===== config.mk =====
export PLATFORM = sky130hd
export DESIGN_NAME = flag_alu
export DESIGN_NICKNAME = d
export VERILOG_FILES = /design/src/rtl/flag_alu_pkg.sv /design/src/rtl/alu_addsub.sv /design/src/rtl/alu_logic.sv /design/src/rtl/alu_flaggen.sv /design/src/rtl/alu_flag_reg.sv /design/src/rtl/flag_alu.sv
export SDC_FILE = /design/constraint.sdc
export NUM_CORES = 1
export LEC_CHECK = 0
export BUFFER_PORTS_ARGS = -buffer_cell sky130_fd_sc_hd__buf_4
export CELL_PAD_IN_SITES_DETAIL_PLACEMENT = 0
export CELL_PAD_IN_SITES_GLOBAL_PLACEMENT = 1
export CORE_MARGIN = 3
export CORE_UTILIZATION = 30
export CTS_CLUSTER_SIZE = 14
export DETAILED_ROUTE_END_ITERATION = 12
export GPL_ROUTABILITY_DRIVEN = 0
export HOLD_SLACK_MARGIN = 0.02
export PLACE_DENSITY_LB_ADDON = 0.1
export RECOVER_POWER = 50
export SYNTH_ARGS = -nofsm -noshare
export SYNTH_HDL_FRONTEND = slang
export SYNTH_SLANG_ARGS = --single-unit

===== constraint.sdc =====
create_clock -name clk -period 3.8 [get_ports clk]
set_input_delay 0.19 -clock clk [delete_from_list [all_inputs] [get_ports clk]]
set_output_delay 0.19 -clock clk [all_outputs]
set_load 0.05 [all_outputs]

===== src/rtl/flag_alu_pkg.sv =====
// Shared opcode codes and flag bit positions for the status-flag ALU.
// Assumes consumers index the flag vector with the FI_* constants.
package flag_alu_pkg;

    localparam int FLAG_N = 6;

    localparam int FI_CF = 0;
    localparam int FI_PF = 1;
    localparam int FI_AF = 2;
    localparam int FI_ZF = 3;
    localparam int FI_SF = 4;
    localparam int FI_OF = 5;

    typedef enum logic [3:0] {
        OP_ADD  = 4'd0,
        OP_ADC  = 4'd1,
        OP_SUB  = 4'd2,
        OP_SBB  = 4'd3,
        OP_INC  = 4'd4,
        OP_DEC  = 4'd5,
        OP_NEG  = 4'd6,
        OP_AND  = 4'd7,
        OP_OR   = 4'd8,
        OP_XOR  = 4'd9,
        OP_NOT  = 4'd10,
        OP_TEST = 4'd11
    } alu_op_e;

    localparam logic [FLAG_N-1:0] UPD_ALL   = 6'b111111;
    localparam logic [FLAG_N-1:0] UPD_NO_CF = 6'b111110;
    localparam logic [FLAG_N-1:0] UPD_NONE  = 6'b000000;

endpackage


===== src/rtl/alu_addsub.sv =====
// Adder/subtractor with carry-in and selectable narrow/wide flag taps.
// Assumes: subtraction is x + ~y + ~bin; carry and aux are reported as
// borrows when sub=1. Overflow is taken at the active top bit.
module alu_addsub #(
    parameter int DATA_W   = 16,
    parameter int NARROW_W = 8,
    parameter int AUX_BIT  = 4
) (
    input  logic [DATA_W-1:0] x,
    input  logic [DATA_W-1:0] y,
    input  logic              cin,
    input  logic              sub,
    input  logic              wide,
    output logic [DATA_W-1:0] sum,
    output logic              cf,
    output logic              of,
    output logic              af
);
    logic [DATA_W-1:0] y_eff;
    logic              c_eff;
    logic [DATA_W:0]   full;
    logic [DATA_W:0]   cin_vec;
    logic              c_top;
    logic              c_below;

    // Operand conditioning for two's complement subtraction.
    always_comb begin
        y_eff = sub ? ~y : y;
        c_eff = sub ? ~cin : cin;
    end

    // Sum and carry into every bit position.
    always_comb begin
        full    = {1'b0, x} + {1'b0, y_eff} + {{DATA_W{1'b0}}, c_eff};
        cin_vec = full ^ {1'b0, x} ^ {1'b0, y_eff};
        sum     = full[DATA_W-1:0];
    end

    // Flag taps at the active width.
    always_comb begin
        c_top   = wide ? cin_vec[DATA_W]   : cin_vec[NARROW_W];
        c_below = wide ? cin_vec[DATA_W-1] : cin_vec[NARROW_W-1];
        cf      = c_top ^ sub;
        of      = c_top ^ c_below;
        af      = cin_vec[AUX_BIT] ^ sub;
    end
endmodule


===== src/rtl/alu_logic.sv =====
// Bitwise unit: AND, OR, XOR and complement of the operands.
// Assumes the caller selects its output only for logic opcodes.
module alu_logic
    import flag_alu_pkg::*;
#(
    parameter int DATA_W = 16
) (
    input  logic [DATA_W-1:0] a,
    input  logic [DATA_W-1:0] b,
    input  logic [3:0]        op,
    output logic [DATA_W-1:0] y
);
    // Select the bitwise function for the opcode.
    always_comb begin
        case (op)
            OP_AND, OP_TEST: y = a & b;
            OP_OR:           y = a | b;
            OP_XOR:          y = a ^ b;
            OP_NOT:          y = ~a;
            default:         y = '0;
        endcase
    end
endmodule


===== src/rtl/alu_flaggen.sv =====
// Builds the candidate flag vector from a result and the adder taps.
// Assumes the result is already masked to the active width and that
// logic operations want carry, overflow and aux forced to zero.
module alu_flaggen
    import flag_alu_pkg::*;
#(
    parameter int DATA_W   = 16,
    parameter int NARROW_W = 8,
    parameter int PAR_W    = 8
) (
    input  logic [DATA_W-1:0] res,
    input  logic              wide,
    input  logic              is_logic,
    input  logic              add_cf,
    input  logic              add_of,
    input  logic              add_af,
    output logic [FLAG_N-1:0] gen
);
    // Status flags from the result, arithmetic flags from the adder.
    always_comb begin
        gen        = '0;
        gen[FI_ZF] = wide ? (res == '0) : (res[NARROW_W-1:0] == '0);
        gen[FI_SF] = wide ? res[DATA_W-1] : res[NARROW_W-1];
        gen[FI_PF] = ~^res[PAR_W-1:0];
        gen[FI_CF] = is_logic ? 1'b0 : add_cf;
        gen[FI_OF] = is_logic ? 1'b0 : add_of;
        gen[FI_AF] = is_logic ? 1'b0 : add_af;
    end
endmodule


===== src/rtl/alu_flag_reg.sv =====
// Flag register: merges updated and kept flags and stores them.
// Assumes synchronous active-low reset to all-zero flags.
module alu_flag_reg
    import flag_alu_pkg::*;
(
    input  logic              clk,
    input  logic              rst_n,
    input  logic [FLAG_N-1:0] gen,
    input  logic [FLAG_N-1:0] keep,
    input  logic [FLAG_N-1:0] upd,
    output logic [FLAG_N-1:0] q
);
    logic [FLAG_N-1:0] nxt;

    // Per-bit choice between the new and the incoming flag.
    always_comb begin
        nxt = (gen & upd) | (keep & ~upd);
    end

    // Capture the merged flags each cycle.
    always_ff @(posedge clk) begin
        if (!rst_n) q <= '0;
        else        q <= nxt;
    end
endmodule


===== src/rtl/flag_alu.sv =====
// Top level of the status-flag ALU: decodes the opcode, steers the
// adder and bitwise unit, masks to the selected width, and registers
// the merged flags. Assumes NARROW_W >= 8 so parity has 8 bits to read.
module flag_alu
    import flag_alu_pkg::*;
#(
    parameter int DATA_W   = 16,
    parameter int NARROW_W = 8
) (
    input  logic                clk,
    input  logic                rst_n,
    input  logic [DATA_W-1:0]   opnd_a,
    input  logic [DATA_W-1:0]   opnd_b,
    input  logic                carry_in,
    input  logic [FLAG_N-1:0]   flags_in,
    input  logic [3:0]          opcode,
    input  logic                wide,
    output logic [DATA_W-1:0]   result,
    output logic                result_we,
    output logic [FLAG_N-1:0]   flag_upd,
    output logic [FLAG_N-1:0]   flags_q
);
    localparam int UPPER_W = DATA_W - NARROW_W;
    localparam int PAR_W   = 8;
    localparam int AUX_BIT = 4;

    logic [DATA_W-1:0] add_x, add_y, add_sum, log_y, raw, masked;
    logic              add_c, add_sub, add_cf, add_of, add_af;
    logic              is_arith, is_logic;
    logic [FLAG_N-1:0] gen;

    // Operand routing and mode decode for each opcode.
    always_comb begin
        add_x    = opnd_a;
        add_y    = opnd_b;
        add_c    = 1'b0;
        add_sub  = 1'b0;
        is_arith = 1'b0;
        is_logic = 1'b0;
        case (opcode)
            OP_ADD:  is_arith = 1'b1;
            OP_ADC:  begin is_arith = 1'b1; add_c = carry_in; end
            OP_SUB:  begin is_arith = 1'b1; add_sub = 1'b1; end
            OP_SBB:  begin is_arith = 1'b1; add_sub = 1'b1; add_c = carry_in; end
            OP_INC:  begin is_arith = 1'b1; add_y = DATA_W'(1); end
            OP_DEC:  begin is_arith = 1'b1; add_y = DATA_W'(1); add_sub = 1'b1; end
            OP_NEG:  begin is_arith = 1'b1; add_x = '0; add_y = opnd_a; add_sub = 1'b1; end
            OP_AND, OP_OR, OP_XOR, OP_TEST, OP_NOT: is_logic = 1'b1;
            default: ;
        endcase
    end

    // Write-enable and per-flag update mask.
    always_comb begin
        case (opcode)
            OP_ADD, OP_ADC, OP_SUB, OP_SBB, OP_NEG: begin
                result_we = 1'b1; flag_upd = UPD_ALL;
            end
            OP_INC, OP_DEC: begin
                result_we = 1'b1; flag_upd = UPD_NO_CF;
            end
            OP_AND, OP_OR, OP_XOR: begin
                result_we = 1'b1; flag_upd = UPD_ALL;
            end
            OP_TEST: begin
                result_we = 1'b0; flag_upd = UPD_ALL;
            end
            OP_NOT: begin
                result_we = 1'b1; flag_upd = UPD_NONE;
            end
            default: begin
                result_we = 1'b0; flag_upd = UPD_NONE;
            end
        endcase
    end

    alu_addsub #(
        .DATA_W   (DATA_W),
        .NARROW_W (NARROW_W),
        .AUX_BIT  (AUX_BIT)
    ) u_addsub (
        .x    (add_x),
        .y    (add_y),
        .cin  (add_c),
        .sub  (add_sub),
        .wide (wide),
        .sum  (add_sum),
        .cf   (add_cf),
        .of   (add_of),
        .af   (add_af)
    );

    alu_logic #(.DATA_W(DATA_W)) u_logic (
        .a  (opnd_a),
        .b  (opnd_b),
        .op (opcode),
        .y  (log_y)
    );

    // Pick the unit output for the opcode class.
    always_comb begin
        if (is_arith)      raw = add_sum;
        else if (is_logic) raw = log_y;
        else               raw = '0;
    end

    // Zero the upper part when the narrow width is selected.
    generate
        if (UPPER_W > 0) begin : g_mask
            always_comb begin
                masked = wide ? raw : {{UPPER_W{1'b0}}, raw[NARROW_W-1:0]};
            end
        end else begin : g_nomask
            always_comb begin
                masked = raw;
            end
        end
    endgenerate

    assign result = masked;

    alu_flaggen #(
        .DATA_W   (DATA_W),
        .NARROW_W (NARROW_W),
        .PAR_W    (PAR_W)
    ) u_flaggen (
        .res      (masked),
        .wide     (wide),
        .is_logic (is_logic),
        .add_cf   (add_cf),
        .add_of   (add_of),
        .add_af   (add_af),
        .gen      (gen)
    );

    alu_flag_reg u_flag_reg (
        .clk   (clk),
        .rst_n (rst_n),
        .gen   (gen),
        .keep  (flags_in),
        .upd   (flag_upd),
        .q     (flags_q)
    );
endmodule


Yosys cells after proc, flatten, opt, wreduce, memory -nomap -nowiden
Memories as Yosys holds them, arrays and structs flattened.
Cells that the tools add are included.
{"block": "totals", "rom_bits": 112, "inputBits": 46, "reg_bits": 6, "output_inout_bits": 29, "wordCells": 59, "mem_count": 1}
{"name": "(no name shown)", "depth": 16, "word_bits": 7, "rd": 1, "rd_clocked_by_memory_dff": 0, "wr": 0, "line_no": "flag_alu.sv:55", "source": "case (opcode)"}
{"block": "classes", "n_addsub": 2, "n_mux": 19, "bitwise_logic": 15, "n_reduce_logical": 10, "eq_ne": 11}
{"op": "16-bit 2-to-1 mux", "n": 5}
{"op": "16-bit case mux with 4 select lines", "n": 1}
{"op": "17-bit by 16-bit XOR with 17-bit output", "n": 2}
{"op": "16-bit inverter", "n": 2}
{"op": "16-bit case mux with 2 select lines", "n": 1}
{"op": "16-bit by 16-bit adder with 17-bit output", "n": 1}
{"op": "17-bit by 1-bit adder with 17-bit output", "n": 1}
{"op": "16-bit bitwise AND", "n": 1}
{"op": "4-bit by 3-bit equality test with 1-bit output, second input constant", "n": 4}
{"op": "4-bit equality test, second input constant", "n": 4}
{"op": "16-bit logical NOT", "n": 1}
{"op": "16-bit OR", "n": 1}
{"op": "16-bit XOR", "n": 1}
{"op": "6-bit bitwise AND", "n": 2}
{"op": "1-bit 2-to-1 mux", "n": 12}
{"op": "4-bit by 2-bit equality test with 1-bit output, second input constant", "n": 2}
{"op": "8-bit logical NOT", "n": 1}
{"op": "8-bit XNOR reduction", "n": 1}
{"op": "7-bit OR reduction", "n": 1}
{"op": "6-bit inverter", "n": 1}
{"op": "6-bit OR", "n": 1}
{"op": "2-bit OR reduction", "n": 3}
{"op": "5-bit OR reduction", "n": 1}
{"op": "4-bit by 1-bit equality test with 1-bit output, second input constant", "n": 1}
{"op": "4 further kinds", "n": 6}

Logic depth before layout (Yosys ltp)
{"block": "logic_depth", "ltp_word": 14, "ltp_mapped": 24, "depth_no_buf": 20}

By module
A second synthesis with hierarchy kept.
{"block": "unflattened", "cells_unflattened": 386, "hier_area_um2": 3164.3}
{"module": "alu_logic", "cells_per_inst": 125, "seq_area_each_um2": 0.0, "area_per_inst_um2": 1049.8, "instances": 1}
{"module": "alu_addsub", "cells_per_inst": 118, "seq_area_each_um2": 0.0, "area_per_inst_um2": 985.9, "instances": 1}
{"module": "flag_alu", "cells_per_inst": 100, "seq_area_each_um2": 0.0, "area_per_inst_um2": 739.5, "instances": 1}
{"module": "alu_flag_reg", "cells_per_inst": 18, "seq_area_each_um2": 120.1, "area_per_inst_um2": 217.7, "instances": 1}
{"module": "alu_flaggen", "cells_per_inst": 25, "seq_area_each_um2": 0.0, "area_per_inst_um2": 171.4, "instances": 1}

Worst setup path after synthesis
Ideal clock, no wire load.
{"block": "synth_path", "kind": "input to register", "from": "in opcode[3]", "to": "reg u_flag_reg.q[3]", "path_buffers": 5, "arrival_ps": 4117, "setup_slack_ps": -377, "t_required_ps": 3740, "stages": 23, "setup_ps": 60, "cell_sequence": "buf_2 -> clkbuf_1 -> clkbuf_1 -> clkbuf_1 -> buf_1 -> o22ai_1 -> fa_1 -> inv_1 -> fa_1 -> nand2b_1 -> nand2b_1 -> a21oi_1 -> xnor2_1 -> a22oi_1 -> nor2_1 -> a21oi_1 -> ha_1 -> and3_1 -> nand4_1 -> a31oi_1 -> o211ai_1 -> nor4_2 -> a32o_1"}
{"block": "synth_via", "elab_chain_cells": 13, "elab_cells_between_ends": 42, "classes_between": "2 x add/sub; 11 x eq/ne; 13 x mux; 6 x bitwise; 9 x reduce/logical; 1 x memory"}
{"item": "start, declared", "line_no": "flag_alu.sv:16", "source": "input logic [3:0] opcode,"}
{"item": "4-bit by 3-bit equality test with 1-bit output", "line_no": "flag_alu.sv:40", "source": "case (opcode)"}
{"item": "2-bit OR reduction (no source line)"}
{"item": "16-bit case mux with 2 select lines", "line_no": "flag_alu.sv:40"}
{"item": "16-bit inverter", "line_no": "alu_addsub.sv:28", "source": "y_eff = sub ? ~y : y;"}
{"item": "16-bit 2-to-1 mux", "line_no": "alu_addsub.sv:28"}
{"item": "16-bit by 16-bit adder with 17-bit output", "line_no": "alu_addsub.sv:34", "source": "full = {1'b0, x} + {1'b0, y_eff} + {{DATA_W{1'b0}}, c_eff};"}
{"item": "17-bit by 1-bit adder with 17-bit output", "line_no": "alu_addsub.sv:34"}
{"item": "16-bit 2-to-1 mux", "line_no": "flag_alu.sv:102", "source": "if (is_arith) raw = add_sum;"}
{"item": "16-bit 2-to-1 mux", "line_no": "flag_alu.sv:111", "source": "masked = wide ? raw : {{UPPER_W{1'b0}}, raw[NARROW_W-1:0]};"}
{"item": "16-bit logical NOT / 8-bit logical NOT (equally long branches)", "line_no": "alu_flaggen.sv:22", "source": "gen[FI_ZF] = wide ? (res == '0) : (res[NARROW_W-1:0] == '0);"}
{"item": "1-bit 2-to-1 mux", "line_no": "alu_flaggen.sv:22"}
{"item": "6-bit bitwise AND", "line_no": "alu_flag_reg.sv:17", "source": "nxt = (gen & upd) | (keep & ~upd);"}
{"item": "6-bit OR (*)", "line_no": "alu_flag_reg.sv:17"}
{"item": "end signal, assigned", "line_no": "alu_flag_reg.sv:23", "source": "else q <= nxt;"}
{"item": "end, declared", "line_no": "alu_flag_reg.sv:11", "source": "output logic [FLAG_N-1:0] q"}
Every way passes the cells marked *; elsewhere a longest branch is shown, timed or not.
A chain may end at the register's enable or synchronous reset.

Worst setup path in the final report
{"block": "layout_path", "from": "in opcode[1]", "to": "reg u_flag_reg.q[3]"}
The elaborated chain is that of the path after synthesis.

==> flow_summary.toml <==
[outcome]
outcome = "complete, no violations"

[sta]
slew_headroom_pct = 49.9
period_share_pct = 92.9
finalSetupViolCount = 0
finalHoldViolations = 0
layout_setup_ws_ns = 0.271
drv_slew = 0
hold_slack_ns = 0.206
max_freq_mhz = 283
min_period_ns = 3.53
tightest_slew_ns = 0.746

[place]
dp_hpwl_um = 10000
io_buffers = 74
post-place-ws_ns = -0.0522

[cells_and_area]
largest_reg_flops = 6
multi_input_area_um2 = 2960
synthToLayoutAreaGrowth_pct = 30.2
diodes = 0
fin_nets = 666
reg_top3 = "u_flag_reg.q: 6 flops"
final_util_pct = 41.2
n_fill_cell = 1101
regArea_um2 = 120
layout-drive-gt1-share_pct = 25.1
regMostFlops = "u_flag_reg.q"

[synth]
synth_xor_area_share_pct = 6.37
synth_top_family_by_area = "compound AO/OA/AOI/OAI gates"
ys.flop_type = "dfxtp_1"
yosys_warnings = 0
synth-seq-cells = 6
syn_inst = 479
synthMuxAreaShare_pct = 4.46
synth_cell_type_count = 66
synth.net_count = 578
synth.cell_area_um2 = 3340
synth_compound_area_share_pct = 33.7
yosys.area_share.simple_pct = 21.1
synth-edff-count = 0
avgSynthCellArea_um2 = 6.97
yosysSeqAreaShare_pct = 3.60
ys_async_sr_fraction_pct = 0
yosys.area_share.adder_pct = 20.3

[power_and_ir_drop]
combPwrFrac_pct = 85.3
p_clk_share_pct = 8.2
switching_share_pct = 52.4
peakVddDrop_v = 0.000185
power_density_nw_per_um2 = 267
seq_power_share_pct = 6.5
p_int_uw = 554
p_sw_uw = 609
total_power_uw = 1160
p_leak_uw = 0.00216

[floorplan]
dieHeight_um = 112
core_area_um2 = 10600
die_width_um = 112
die_area_um2 = 12400
io_pins = 75
start_util_pct = 31.6
row_count = 37

[grt]
grt_max_degree = 27
antenna_found_initial = 0
grt_pass1_wl_um = 20100
grt_usage_pct = 19.4
overflow = 0
grt_pass1_vias = 3602

[clock_network]
path_clk_slew_ns = 0.04
htreeDepth = 1
cts.sinks = 6
clockBufferDepth = 2
cts_made_buffers = 3
cts_tree = "done"
root_buffer = "clkbuf_8"

[hold_path]
hold_path.class = "in2reg"
min_path_cells = 3

[drt]
viasPerCell = 5.51
routed_wirelength_um = 12700
avgRoutedWirePerCell_um = 18.1
drc = 0
dr.pass1.iters = 5
via_count = 3864
drtIter0Drc = 306
antenna_left = 0

[worst_setup_path]
crit_path_start_kind = "input pin"
criticalPathCategory = "in2reg"
slowest_delay_ns = 0.37
slowest_stage = "a221oi_2"
crit_cells = 19
path_buf_inv = 2
worstPathRequired_ns = 3.96
critPathMaxFanout = 9
path_delay_family = "compound AO/OA/AOI/OAI gates"
cpMostUsedCell = "fa_2"
worstPathArrival_ns = 3.69
end_kind = "flip-flop"
path_cells = "buf_4 -> nor2b_2 -> a22oi_1 -> o22ai_2 -> fa_2 -> inv_1 -> fa_2 -> nand2b_1 -> a21oi_2 -> nor2_1 -> xnor2_1 -> a221oi_2 -> ha_2 -> and3_1 -> nand4_1 -> a31oi_1 -> o211ai_1 -> nor4_2 -> a32o_2"

[run]
maxCapViolations = 0
-- final timing paths --
kind	start	end	slack, ns
worst max-delay path	opcode[1]	u_flag_reg.q[3]	0.27
worst min-delay path	flags_in[5]	u_flag_reg.q[5]	0.21
-- cells by family (layout without fill, tap and decap cells) --
group,count (synthesis),after routing
buffers and inverters,84,170
AND/OR/NAND/NOR,141,141
adder cells (fa/ha/maj),53,53
flip-flops,6,6
XOR/XNOR,21,21
AO/OA/AOI/OAI,161,161
multiplexers,13,13
-- stage by stage --
| step | instances | TNS (ns) | instance area [um^2] |
|---|---|---|---|
| floorplan | 479 | 0 | 3360 |
| global placement | 683 | 0 | 4110 |
| detailed placement | 683 | -0.0522 | 4110 |
| CTS | 686 | 0 | 4150 |
| global route | 701 | -0.00226 | 4350 |
| finish | 701 | 0 | 4350 |
-- final cells by class --
cell class / instances / area share, %
clock buffer: 3 / 0.949
tap: 136 / 3.91
sequential: 6 / 2.76
inverter: 53 / 4.57
multi-input combinational: 389 / 68.1
timing repair buffer: 114 / 19.7
-- metal layers --
metal,global-route usage [%],routed length [um],vias up
li1,-,-,1898
met1,30.0,6300,1821
met2,29.2,5470,139
met3,2.17,808,6
met4,2.76,109,0
met5,0,0,-
-- cell usage in the layout (no fill, tap or decap), drive strengths merged, types with 5 or more instances in the layout --
cell type / netlist / layout
buf: 16 / 108
inv: 53 / 53
ha: 51 / 51
nand2: 39 / 39
nor2: 35 / 35
o21ai: 32 / 32
a21oi: 26 / 26
and2: 20 / 20
a22oi: 17 / 17
o22a: 15 / 15
o211ai: 12 / 12
xnor2: 12 / 12
and3: 10 / 10
clkbuf: 15 / 9
o21a: 8 / 8
a21o: 8 / 8
xor2: 7 / 7
mux2i: 7 / 7
nand2b: 7 / 7
nand3: 6 / 6
dfxtp: 6 / 6
nor2b: 6 / 6
mux2: 5 / 5
-- tightest hold or removal path, delay by kind of cell --
| kind | cells | cell delay, ns |
|---|---|---|
| AOI/OAI and AO/OA | 1 | 0.07 |
| and+or+nand+nor | 1 | 0.05 |
| buffers and inverters | 1 | 0.08 |
-- repair_timing --
item / in CTS / in global routing
hold buffers: 0 / 0
gates resized for setup: 0 / 25
setup buffers: 0 / 15
setup endpoints to repair: 0 / 1
-- power groups by stage --
| stage | combinational, uW | sequential, uW | clock, uW |
|---|---|---|---|
| 6_report | 992 | 76.1 | 95.2 |
| 5_1_grt | 1080 | 76.9 | 104 |
| 4_1_cts | 956 | 76.3 | 98.6 |
| 3_5_place_dp | 952 | 77.3 | 0 |
| 3_3_place_gp | 952 | 77.6 | 0 |
| 2_1_floorplan | 626 | 115 | 0 |
-- synth_stat cells (all sizes together) (2+ instances only) --
cell / n / area share, %
a221oi: 3 / 0.79
nor2b: 6 / 1.1
nor2: 35 / 3.9
xor2: 7 / 1.8
o21a: 8 / 1.8
clkbuf: 15 / 1.7
nand2: 39 / 4.4
fa: 2 / 1.2
nand3: 6 / 0.90
a22oi: 17 / 3.8
buf: 16 / 2.8
mux2: 5 / 1.7
and2: 20 / 3.7
nor3: 3 / 0.45
inv: 53 / 6.0
a21oi: 26 / 3.9
nand4: 2 / 0.37
a21o: 8 / 1.8
a32oi: 3 / 0.79
o22ai: 3 / 0.56
a2bb2oi: 2 / 0.52
o21ai: 32 / 4.8
nand2b: 7 / 1.3
or2: 3 / 0.56
ha: 51 / 19
o211ai: 12 / 2.7
a222oi: 4 / 1.2
xnor2: 12 / 3.1
dfxtp: 6 / 3.6
nor4: 4 / 0.94
a22o: 2 / 0.52
a32o: 3 / 0.90
a211oi: 3 / 0.67
a31oi: 4 / 0.75
o22a: 15 / 3.9
and3: 10 / 1.9
mux2i: 7 / 2.1
o31ai: 3 / 0.67
o21bai: 2 / 0.45
(Power assumes the default switching activity.)
